## src/rtl/wl_pkg.sv

```systemverilog
package wl_pkg;
  localparam int unsigned REG_AW = 16;

  localparam logic [REG_AW-1:0] OFS_PDC = 16'h0004;
  localparam logic [REG_AW-1:0] OFS_APS = 16'h0404;
  localparam logic [REG_AW-1:0] OFS_REF = 16'h0020;
  localparam logic [REG_AW-1:0] OFS_ZQ  = 16'h0800;
  localparam logic [REG_AW-1:0] OFS_CMD = 16'h001C;
  localparam logic [REG_AW-1:0] OFS_LVL = 16'h0808;

  localparam logic [31:0] REF_OFF_VAL   = 32'h0000_C000;
  localparam logic [31:0] PDC_TMR_MASK  = 32'h0000_FF00;
  localparam logic [31:0] PDC_TMR_SET   = 32'h0000_5500;
  localparam logic [15:0] CMD_LO_ENTER  = 16'h8231;
  localparam logic [15:0] CMD_LO_EXIT   = 16'h8031;
  localparam int unsigned ERR_LSB = 8;
  localparam int unsigned ERR_W   = 4;

  typedef enum logic [1:0] {ST_IDLE, ST_LOAD, ST_WAIT} seq_state_e;

  typedef enum logic [4:0] {
    S_PDC_RD, S_PDC_WR, S_APS_RD, S_APS_WR,
    S_REF_RD, S_REF_WR, S_ZQ_RD, S_ZQ_WR,
    S_WL_ENTER, S_ENG_GO, S_ENG_POLL, S_CHK0, S_CHK1,
    S_WL_EXIT, S_REF_RST, S_ZQ_RST,
    S_PDC_RD2, S_PDC_WR2, S_APS_RD2, S_APS_WR2, S_CMD_CLR
  } step_e;
endpackage

```

## src/rtl/wl_bus_port.sv

```systemverilog
module wl_bus_port #(
  parameter int unsigned AW = 16,
  parameter int unsigned DW = 32
) (
  input  logic          clk_i,
  input  logic          rst_ni,
  input  logic          go_i,
  input  logic          go_we_i,
  input  logic [AW-1:0] go_addr_i,
  input  logic [DW-1:0] go_wdata_i,
  input  logic          ready_i,
  output logic          we_o,
  output logic          re_o,
  output logic [AW-1:0] addr_o,
  output logic [DW-1:0] wdata_o,
  output logic          ack_o
);
  assign ack_o = (we_o | re_o) & ready_i;

  always_ff @(posedge clk_i or negedge rst_ni) begin
    if (!rst_ni) begin
      we_o    <= 1'b0;
      re_o    <= 1'b0;
      addr_o  <= '0;
      wdata_o <= '0;
    end else if (go_i) begin
      we_o    <= go_we_i;
      re_o    <= ~go_we_i;
      addr_o  <= go_addr_i;
      wdata_o <= go_we_i ? go_wdata_i : '0;
    end else if (ack_o) begin
      we_o <= 1'b0;
      re_o <= 1'b0;
    end
  end
endmodule

```

## src/rtl/wl_step_dec.sv

```systemverilog
module wl_step_dec
  import wl_pkg::*;
#(
  parameter int unsigned AW        = 16,
  parameter int unsigned DW        = 32,
  parameter logic [AW-1:0] PHY1_BASE = 16'h4000,
  parameter logic [15:0] MR1_WL    = 16'h0080,
  parameter logic [15:0] MR1_INIT  = 16'h0004
) (
  input  step_e         step_i,
  input  logic [DW-1:0] held_i,
  input  logic [DW-1:0] save_ref_i,
  input  logic [DW-1:0] save_zq_i,
  output logic          we_o,
  output logic [AW-1:0] addr_o,
  output logic [DW-1:0] wdata_o
);
  localparam logic [DW-1:0] ENTER_CMD = DW'({MR1_WL, CMD_LO_ENTER});
  localparam logic [DW-1:0] EXIT_CMD  = DW'({MR1_INIT, CMD_LO_EXIT});
  localparam logic [DW-1:0] TMR_MASK  = DW'(PDC_TMR_MASK);
  localparam logic [DW-1:0] TMR_SET   = DW'(PDC_TMR_SET);
  localparam logic [DW-1:0] ONE       = DW'(1);
  localparam logic [DW-1:0] BIT3      = DW'(8);
  localparam logic [DW-1:0] ZQ_MASK   = DW'(3);

  always_comb begin
    we_o    = 1'b0;
    addr_o  = AW'(OFS_CMD);
    wdata_o = '0;
    unique case (step_i)
      S_PDC_RD, S_PDC_RD2: addr_o = AW'(OFS_PDC);
      S_APS_RD, S_APS_RD2: addr_o = AW'(OFS_APS);
      S_REF_RD:            addr_o = AW'(OFS_REF);
      S_ZQ_RD:             addr_o = AW'(OFS_ZQ);
      S_ENG_POLL, S_CHK0:  addr_o = AW'(OFS_LVL);
      S_CHK1:              addr_o = PHY1_BASE + AW'(OFS_LVL);
      S_PDC_WR: begin we_o = 1'b1; addr_o = AW'(OFS_PDC); wdata_o = held_i & ~TMR_MASK; end
      S_APS_WR: begin we_o = 1'b1; addr_o = AW'(OFS_APS); wdata_o = held_i | ONE; end
      S_REF_WR: begin we_o = 1'b1; addr_o = AW'(OFS_REF); wdata_o = DW'(REF_OFF_VAL); end
      S_ZQ_WR:  begin we_o = 1'b1; addr_o = AW'(OFS_ZQ);  wdata_o = save_zq_i & ~ZQ_MASK; end
      S_WL_ENTER: begin we_o = 1'b1; wdata_o = ENTER_CMD; end
      S_ENG_GO: begin we_o = 1'b1; addr_o = AW'(OFS_LVL); wdata_o = ONE; end
      S_WL_EXIT: begin we_o = 1'b1; wdata_o = EXIT_CMD; end
      S_REF_RST: begin we_o = 1'b1; addr_o = AW'(OFS_REF); wdata_o = save_ref_i; end
      S_ZQ_RST:  begin we_o = 1'b1; addr_o = AW'(OFS_ZQ);  wdata_o = save_zq_i; end
      S_PDC_WR2: begin we_o = 1'b1; addr_o = AW'(OFS_PDC); wdata_o = held_i | TMR_SET; end
      S_APS_WR2: begin we_o = 1'b1; addr_o = AW'(OFS_APS); wdata_o = held_i & ~BIT3; end
      S_CMD_CLR: begin we_o = 1'b1; wdata_o = '0; end
      default: ;
    endcase
  end
endmodule

```

## src/rtl/wl_poll_cnt.sv

```systemverilog
module wl_poll_cnt #(
  parameter int unsigned POLL_MAX = 1024
) (
  input  logic clk_i,
  input  logic rst_ni,
  input  logic clr_i,
  input  logic hit_i,
  output logic last_o
);
  localparam int unsigned CW = $clog2(POLL_MAX + 1);
  localparam logic [CW-1:0] LAST = CW'(POLL_MAX - 1);

  logic [CW-1:0] cnt_q;

  assign last_o = (cnt_q == LAST);

  always_ff @(posedge clk_i or negedge rst_ni) begin
    if (!rst_ni)    cnt_q <= '0;
    else if (clr_i) cnt_q <= '0;
    else if (hit_i && !last_o) cnt_q <= cnt_q + CW'(1);
  end
endmodule

```

## src/rtl/wl_calib_seq.sv

```systemverilog
module wl_calib_seq
  import wl_pkg::*;
#(
  parameter int unsigned   AW        = 16,
  parameter int unsigned   DW        = 32,
  parameter logic [AW-1:0] PHY1_BASE = 16'h4000,
  parameter int unsigned   POLL_MAX  = 1024,
  parameter logic [15:0]   MR1_WL    = 16'h0080,
  parameter logic [15:0]   MR1_INIT  = 16'h0004
) (
  input  logic          clk_i,
  input  logic          rst_ni,
  input  logic          start_i,
  output logic [AW-1:0] bus_addr_o,
  output logic [DW-1:0] bus_wdata_o,
  output logic          bus_we_o,
  output logic          bus_re_o,
  input  logic [DW-1:0] bus_rdata_i,
  input  logic          bus_ready_i,
  output logic          busy_o,
  output logic          done_o,
  output logic          err_o,
  output logic          timeout_o
);
  seq_state_e    state_q;
  step_e         step_q;
  logic [DW-1:0] held_q, save_ref_q, save_zq_q;
  logic          err_q, tmo_q, done_q;

  logic          dec_we;
  logic [AW-1:0] dec_addr;
  logic [DW-1:0] dec_wdata;
  logic          ack, poll_busy, poll_last;

  wl_step_dec #(
    .AW(AW), .DW(DW), .PHY1_BASE(PHY1_BASE), .MR1_WL(MR1_WL), .MR1_INIT(MR1_INIT)
  ) u_dec (
    .step_i    (step_q),
    .held_i    (held_q),
    .save_ref_i(save_ref_q),
    .save_zq_i (save_zq_q),
    .we_o      (dec_we),
    .addr_o    (dec_addr),
    .wdata_o   (dec_wdata)
  );

  wl_bus_port #(.AW(AW), .DW(DW)) u_port (
    .clk_i     (clk_i),
    .rst_ni    (rst_ni),
    .go_i      (state_q == ST_LOAD),
    .go_we_i   (dec_we),
    .go_addr_i (dec_addr),
    .go_wdata_i(dec_wdata),
    .ready_i   (bus_ready_i),
    .we_o      (bus_we_o),
    .re_o      (bus_re_o),
    .addr_o    (bus_addr_o),
    .wdata_o   (bus_wdata_o),
    .ack_o     (ack)
  );

  assign poll_busy = ack && (state_q == ST_WAIT) && (step_q == S_ENG_POLL) && bus_rdata_i[0];

  wl_poll_cnt #(.POLL_MAX(POLL_MAX)) u_poll (
    .clk_i (clk_i),
    .rst_ni(rst_ni),
    .clr_i (state_q == ST_IDLE),
    .hit_i (poll_busy),
    .last_o(poll_last)
  );

  always_ff @(posedge clk_i or negedge rst_ni) begin
    if (!rst_ni) begin
      state_q    <= ST_IDLE;
      step_q     <= S_PDC_RD;
      held_q     <= '0;
      save_ref_q <= '0;
      save_zq_q  <= '0;
      err_q      <= 1'b0;
      tmo_q      <= 1'b0;
      done_q     <= 1'b0;
    end else begin
      done_q <= 1'b0;
      unique case (state_q)
        ST_IDLE: if (start_i) begin
          state_q <= ST_LOAD;
          step_q  <= S_PDC_RD;
          err_q   <= 1'b0;
          tmo_q   <= 1'b0;
        end
        ST_LOAD: state_q <= ST_WAIT;
        ST_WAIT: if (ack) begin
          state_q <= ST_LOAD;
          step_q  <= step_e'(step_q + 5'd1);
          unique case (step_q)
            S_PDC_RD, S_APS_RD, S_PDC_RD2, S_APS_RD2: held_q <= bus_rdata_i;
            S_REF_RD: save_ref_q <= bus_rdata_i;
            S_ZQ_RD:  save_zq_q  <= bus_rdata_i;
            S_ENG_POLL: if (bus_rdata_i[0]) begin
              if (poll_last) begin
                tmo_q  <= 1'b1;
                step_q <= S_WL_EXIT;
              end else begin
                step_q <= S_ENG_POLL;
              end
            end
            S_CHK0, S_CHK1: err_q <= err_q | (|bus_rdata_i[ERR_LSB +: ERR_W]);
            S_CMD_CLR: begin
              state_q <= ST_IDLE;
              step_q  <= S_PDC_RD;
              done_q  <= 1'b1;
            end
            default: ;
          endcase
        end
        default: state_q <= ST_IDLE;
      endcase
    end
  end

  assign busy_o    = (state_q != ST_IDLE);
  assign done_o    = done_q;
  assign err_o     = err_q;
  assign timeout_o = tmo_q;
endmodule

```

## config.mk

```make
export PLATFORM = sky130hd
export DESIGN_NAME = wl_calib_seq
export DESIGN_NICKNAME = d
export VERILOG_FILES = /design/src/rtl/wl_pkg.sv /design/src/rtl/wl_bus_port.sv /design/src/rtl/wl_step_dec.sv /design/src/rtl/wl_poll_cnt.sv /design/src/rtl/wl_calib_seq.sv
export SDC_FILE = /design/constraint.sdc
export NUM_CORES = 1
export LEC_CHECK = 0
export BUFFER_PORTS_ARGS = -buffer_cell sky130_fd_sc_hd__buf_2
export CAP_MARGIN = 20
export CELL_PAD_IN_SITES_DETAIL_PLACEMENT = 1
export CELL_PAD_IN_SITES_GLOBAL_PLACEMENT = 1
export CORE_MARGIN = 2
export CORE_UTILIZATION = 43
export DETAILED_ROUTE_END_ITERATION = 10
export GPL_ROUTABILITY_DRIVEN = 1
export PLACE_DENSITY_LB_ADDON = 0.3
export SLEW_MARGIN = 0
export SYNTH_ARGS = -nofsm -noshare
export SYNTH_HDL_FRONTEND = slang
export SYNTH_HIERARCHICAL = 1
export SYNTH_SLANG_ARGS = --single-unit
```

## constraint.sdc

```tcl
create_clock -name clk_i -period 2.05 [get_ports clk_i]
set_input_delay 0.1025 -clock clk_i [delete_from_list [all_inputs] [get_ports clk_i]]
set_output_delay 0.1025 -clock clk_i [all_outputs]
set_load 0.01 [all_outputs]
```

==> run_summary.xml <==
<?xml version="1.0" encoding="UTF-8"?>
<metrics>
  <group name="placed_design">
    <metric name="detailed_place_hpwl" unit="um">13040</metric>
    <metric name="place_area" unit="sq um">8856</metric>
    <metric name="placed_instances" unit="">980</metric>
    <metric name="gp_routability_congestion" unit="">0.7930</metric>
    <metric name="io_buffer_count" unit="">89</metric>
  </group>
  <group name="logic_synthesis">
    <metric name="yosysTopAreaCell" unit="">dfrtp_1</metric>
    <metric name="synth_top_area_share" unit="%">51.80</metric>
    <metric name="synthTopCellsByArea" unit="">dfrtp_1 (52%), mux2_2 (9.8%), mux2_4 (6.1%)</metric>
    <metric name="mapped_area" unit="sq um">8068</metric>
    <metric name="proportion_of_synthesized_chip_area_in_sequential_cells" unit="%">51.80</metric>
    <metric name="syn_inst" unit="">671</metric>
    <metric name="synth_cell_types" unit="">62</metric>
    <metric name="avgSynthCellArea" unit="sq um">12.02</metric>
    <metric name="synthArstFlopShare" unit="%">100.0</metric>
    <metric name="synth-seq-cells" unit="">167</metric>
    <metric name="yosys_warnings" unit="">6</metric>
    <metric name="count_of_flip_flops_with_a_built_in_enable_after_synthesis" unit="">0</metric>
    <metric name="main_synth_ff_type" unit="">dfrtp_1</metric>
  </group>
  <group name="worst_setup_path">
    <metric name="critPathArrivalTime" unit="ps">2360</metric>
    <metric name="kind_of_capture_point_of_the_worst_setup_path" unit="">register</metric>
    <metric name="critPathMaxFanout" unit="">5</metric>
    <metric name="crit_path_start_kind" unit="">register</metric>
    <metric name="worst-endpoint-required" unit="ps">2410</metric>
    <metric name="worst-setup-path-type" unit="">reg2reg</metric>
  </group>
  <group name="pwr">
    <metric name="power_density" unit="nW/um^2">977.2</metric>
    <metric name="power.ir.vdd_worst" unit="V">0.0006057</metric>
    <metric name="power.leakage" unit="nW">4.735</metric>
  </group>
  <group name="clock_network">
    <metric name="cts_root_buffer" unit="">clkbuf_16</metric>
    <metric name="cts_tree" unit="">built</metric>
    <metric name="worst_setup_hold_path_clk_slew" unit="ps">60</metric>
    <metric name="max-clock-path-buffers" unit="">2</metric>
    <metric name="cts_sinks" unit="">167</metric>
    <metric name="clkLatencyLatePin" unit="ps">430</metric>
    <metric name="tritoncts.num_buffers" unit="">17</metric>
    <metric name="h-tree-depth" unit="">4</metric>
  </group>
  <group name="drt">
    <metric name="ant_nets" unit="">0</metric>
    <metric name="wire_per_inst" unit="um">19.81</metric>
    <metric name="drt_first_iter_violations" unit="">256</metric>
    <metric name="drt-total-wl" unit="um">20770</metric>
    <metric name="via_count" unit="">5764</metric>
    <metric name="avg_vias_per_cell" unit="">5.500</metric>
    <metric name="drc" unit="">0</metric>
    <metric name="drt_first_pass_iters" unit="">4</metric>
  </group>
  <group name="cells_and_area">
    <metric name="layout_commonest_cell" unit="">dfrtp_1</metric>
    <metric name="syn2layout_area_growth" unit="%">21.79</metric>
    <metric name="nNetsFinal" unit="">841</metric>
    <metric name="drive_gt1_share" unit="%">34.77</metric>
    <metric name="multi_input_area" unit="sq um">3432</metric>
    <metric name="final_cell_mix" unit="">dfrtp_1 (167), buf_2 (88), mux2_2 (70)</metric>
    <metric name="seq_area" unit="sq um">4179</metric>
    <metric name="antenna_cells" unit="">0</metric>
    <metric name="post-route-cell-area" unit="sq um">9826</metric>
    <metric name="final.fill_count" unit="">1955</metric>
    <metric name="instances_no_fill" unit="">1048</metric>
  </group>
  <group name="timing">
    <metric name="rsz_0062_raised_after_global_routing" unit="">yes</metric>
    <metric name="min_period_over_period" unit="%">97.70</metric>
    <metric name="timing.final.crit_period" unit="ps">2003</metric>
    <metric name="max_freq" unit="MHz">499.3</metric>
    <metric name="timing_max_transition_violations_final" unit="">0</metric>
    <metric name="report.final.hold_viol_count" unit="">0</metric>
    <metric name="worst_clock_skew" unit="ps">12.36</metric>
    <metric name="setup-violations-final" unit="">0</metric>
    <metric name="worst_slew_margin_rel" unit="%">57.69</metric>
    <metric name="tightestPinTransition" unit="ps">633.0</metric>
  </group>
  <group name="die">
    <metric name="core_area" unit="sq um">18580</metric>
    <metric name="dieHeight" unit="um">141.0</metric>
    <metric name="die_area" unit="sq um">19870</metric>
    <metric name="io_pins" unit="">90</metric>
    <metric name="floorplan.initialDensity" unit="%">43.42</metric>
    <metric name="placementRows" unit="">50</metric>
    <metric name="die_x" unit="um">141.0</metric>
  </group>
  <group name="global_routing">
    <metric name="grt_pass1_vias" unit="">6314</metric>
    <metric name="grt.overflow.total" unit="">0</metric>
    <metric name="grt_max_degree" unit="">61</metric>
    <metric name="grt_antenna_before_repair" unit="">0</metric>
    <metric name="grtUsageTotal" unit="%">21.37</metric>
    <metric name="wire_length_of_the_first_global_routing_pass" unit="um">33550</metric>
  </group>
  <group name="worst_hold_path">
    <metric name="worstHoldPathType" unit="">in2reg</metric>
  </group>
  <group name="run">
    <metric name="drv.max_cap_violation_count" unit="">0</metric>
  </group>
  <group name="run_status">
    <metric name="outcome" unit="">completed</metric>
  </group>
</metrics>
-- worst max-delay path, stage by stage (launching register included) --
cell	delay [ps]
dfrtp_1	380
inv_1	80
ha_1	170
and4bb_1	260
nand2_2	90
nor2_4	150
or3b_2	500
a21oi_2	160
or3_1	150
-- logic make-up (layout without fill, tap and decap cells) --
family / Yosys count / after routing / share of synthesized area (%)
adders and majority gates: 4 / 4 / 0.6204
AOI/OAI and AO/OA: 147 / 147 / 12.97
muxes: 118 / 118 / 17.91
DFF: 167 / 167 / 51.80
buffers and inverters: 97 / 232 / 6.684
and+or+nand+nor: 137 / 137 / 9.972
other: 1 / 9 / 0.04648
-- area by class of cell --
| type | count | area share (%) |
|---|---|---|
| clock buffers | 19 | 4.610 |
| clock inverters | 13 | 1.337 |
| inverters | 42 | 1.604 |
| multi-input cells | 415 | 34.93 |
| flip-flops and latches | 167 | 42.53 |
| well taps | 234 | 2.980 |
| repair buffers | 158 | 12.01 |
-- synth_stat cells (all sizes together) (7+ instances only) --
cell type / count
a221o: 13
inv: 42
nand2: 21
a22o: 21
and3: 8
nor2b: 8
a21oi: 20
nor3: 7
a21o: 18
buf: 51
dfrtp: 167
o21ai: 41
nand3: 43
nor2: 15
mux2: 112
-- through the flow --
step                      setup TNS [ps]  utilization, %  power [mW]  hold slack, ps  worst slack (ps)
after floorplan                        0               -       5.644          -193.1             50.01
final                                  0           52.88       9.602           39.76             47.25
after CTS                              0           52.65       9.696           9.351             13.85
after global routing              -91.39           52.88       10.05           43.94            -32.59
after detailed placement          -61.83           47.66       6.432           122.8            -61.83
after global placement            -46.82           47.66       6.288           107.1            -46.82
-- repair_timing --
action                                  in CTS  in global routing
endpoints found under the setup margin       1                 10
pin swaps                                    0                  2
gates resized for setup                      1                  8
hold endpoints to repair                   149                  0
hold buffers                                34                  0
setup buffers                                0                  2
-- metal layers --
metal,track usage [%],wire length (um)
met1,27.80,9394
met2,36.92,10540
met3,3.601,581
met4,6.211,253
met5,0,0
-- sequential cells by signal, indices dropped and copies added, names as in the netlist --
| name | count |
|---|---|
| u_port/addr_o | 16 |
| u_port/wdata_o | 32 |
| state_q | 2 |
| err_o | 1 |
| u_port/re_o | 1 |
| u_poll/cnt_q | 11 |
| save_ref_q | 32 |
| held_q | 32 |
| step_q | 5 |
| timeout_o | 1 |
| u_port/we_o | 1 |
| save_zq_q | 32 |
| done_o | 1 |
-- power by group --
part | internal, mW | total [mW] | switching [mW]
combinational | 1.12 | 2.36 | 1.24
sequential | 3.78 | 4.07 | 0.294
clock | 1.77 | 3.17 | 1.40
total | 6.67 | 9.60 | 2.93
-- path summary, 6_finish.rpt --
path,startpoint,to,slack [ps],depth (start not counted)
worst max-delay path,step_q[0]$_DFFE_PN0P_,u_poll/cnt_q[0]$_DFFE_PN0P_,50,8
worst min-delay path,bus_rdata_i[0],save_zq_q[0]$_DFFE_PN0P_,40,2
worst max register to register,step_q[0]$_DFFE_PN0P_,u_poll/cnt_q[0]$_DFFE_PN0P_,50,8
worst min register to register,save_ref_q[11]$_DFFE_PN0P_,save_ref_q[11]$_DFFE_PN0P_,490,1
max in group asynchronous,rst_ni,held_q[16]$_DFFE_PN0P_,1080,3
min in group asynchronous,rst_ni,u_port/addr_o[8]$_DFFE_PN0P_,220,2
(Power assumes the default switching activity.)
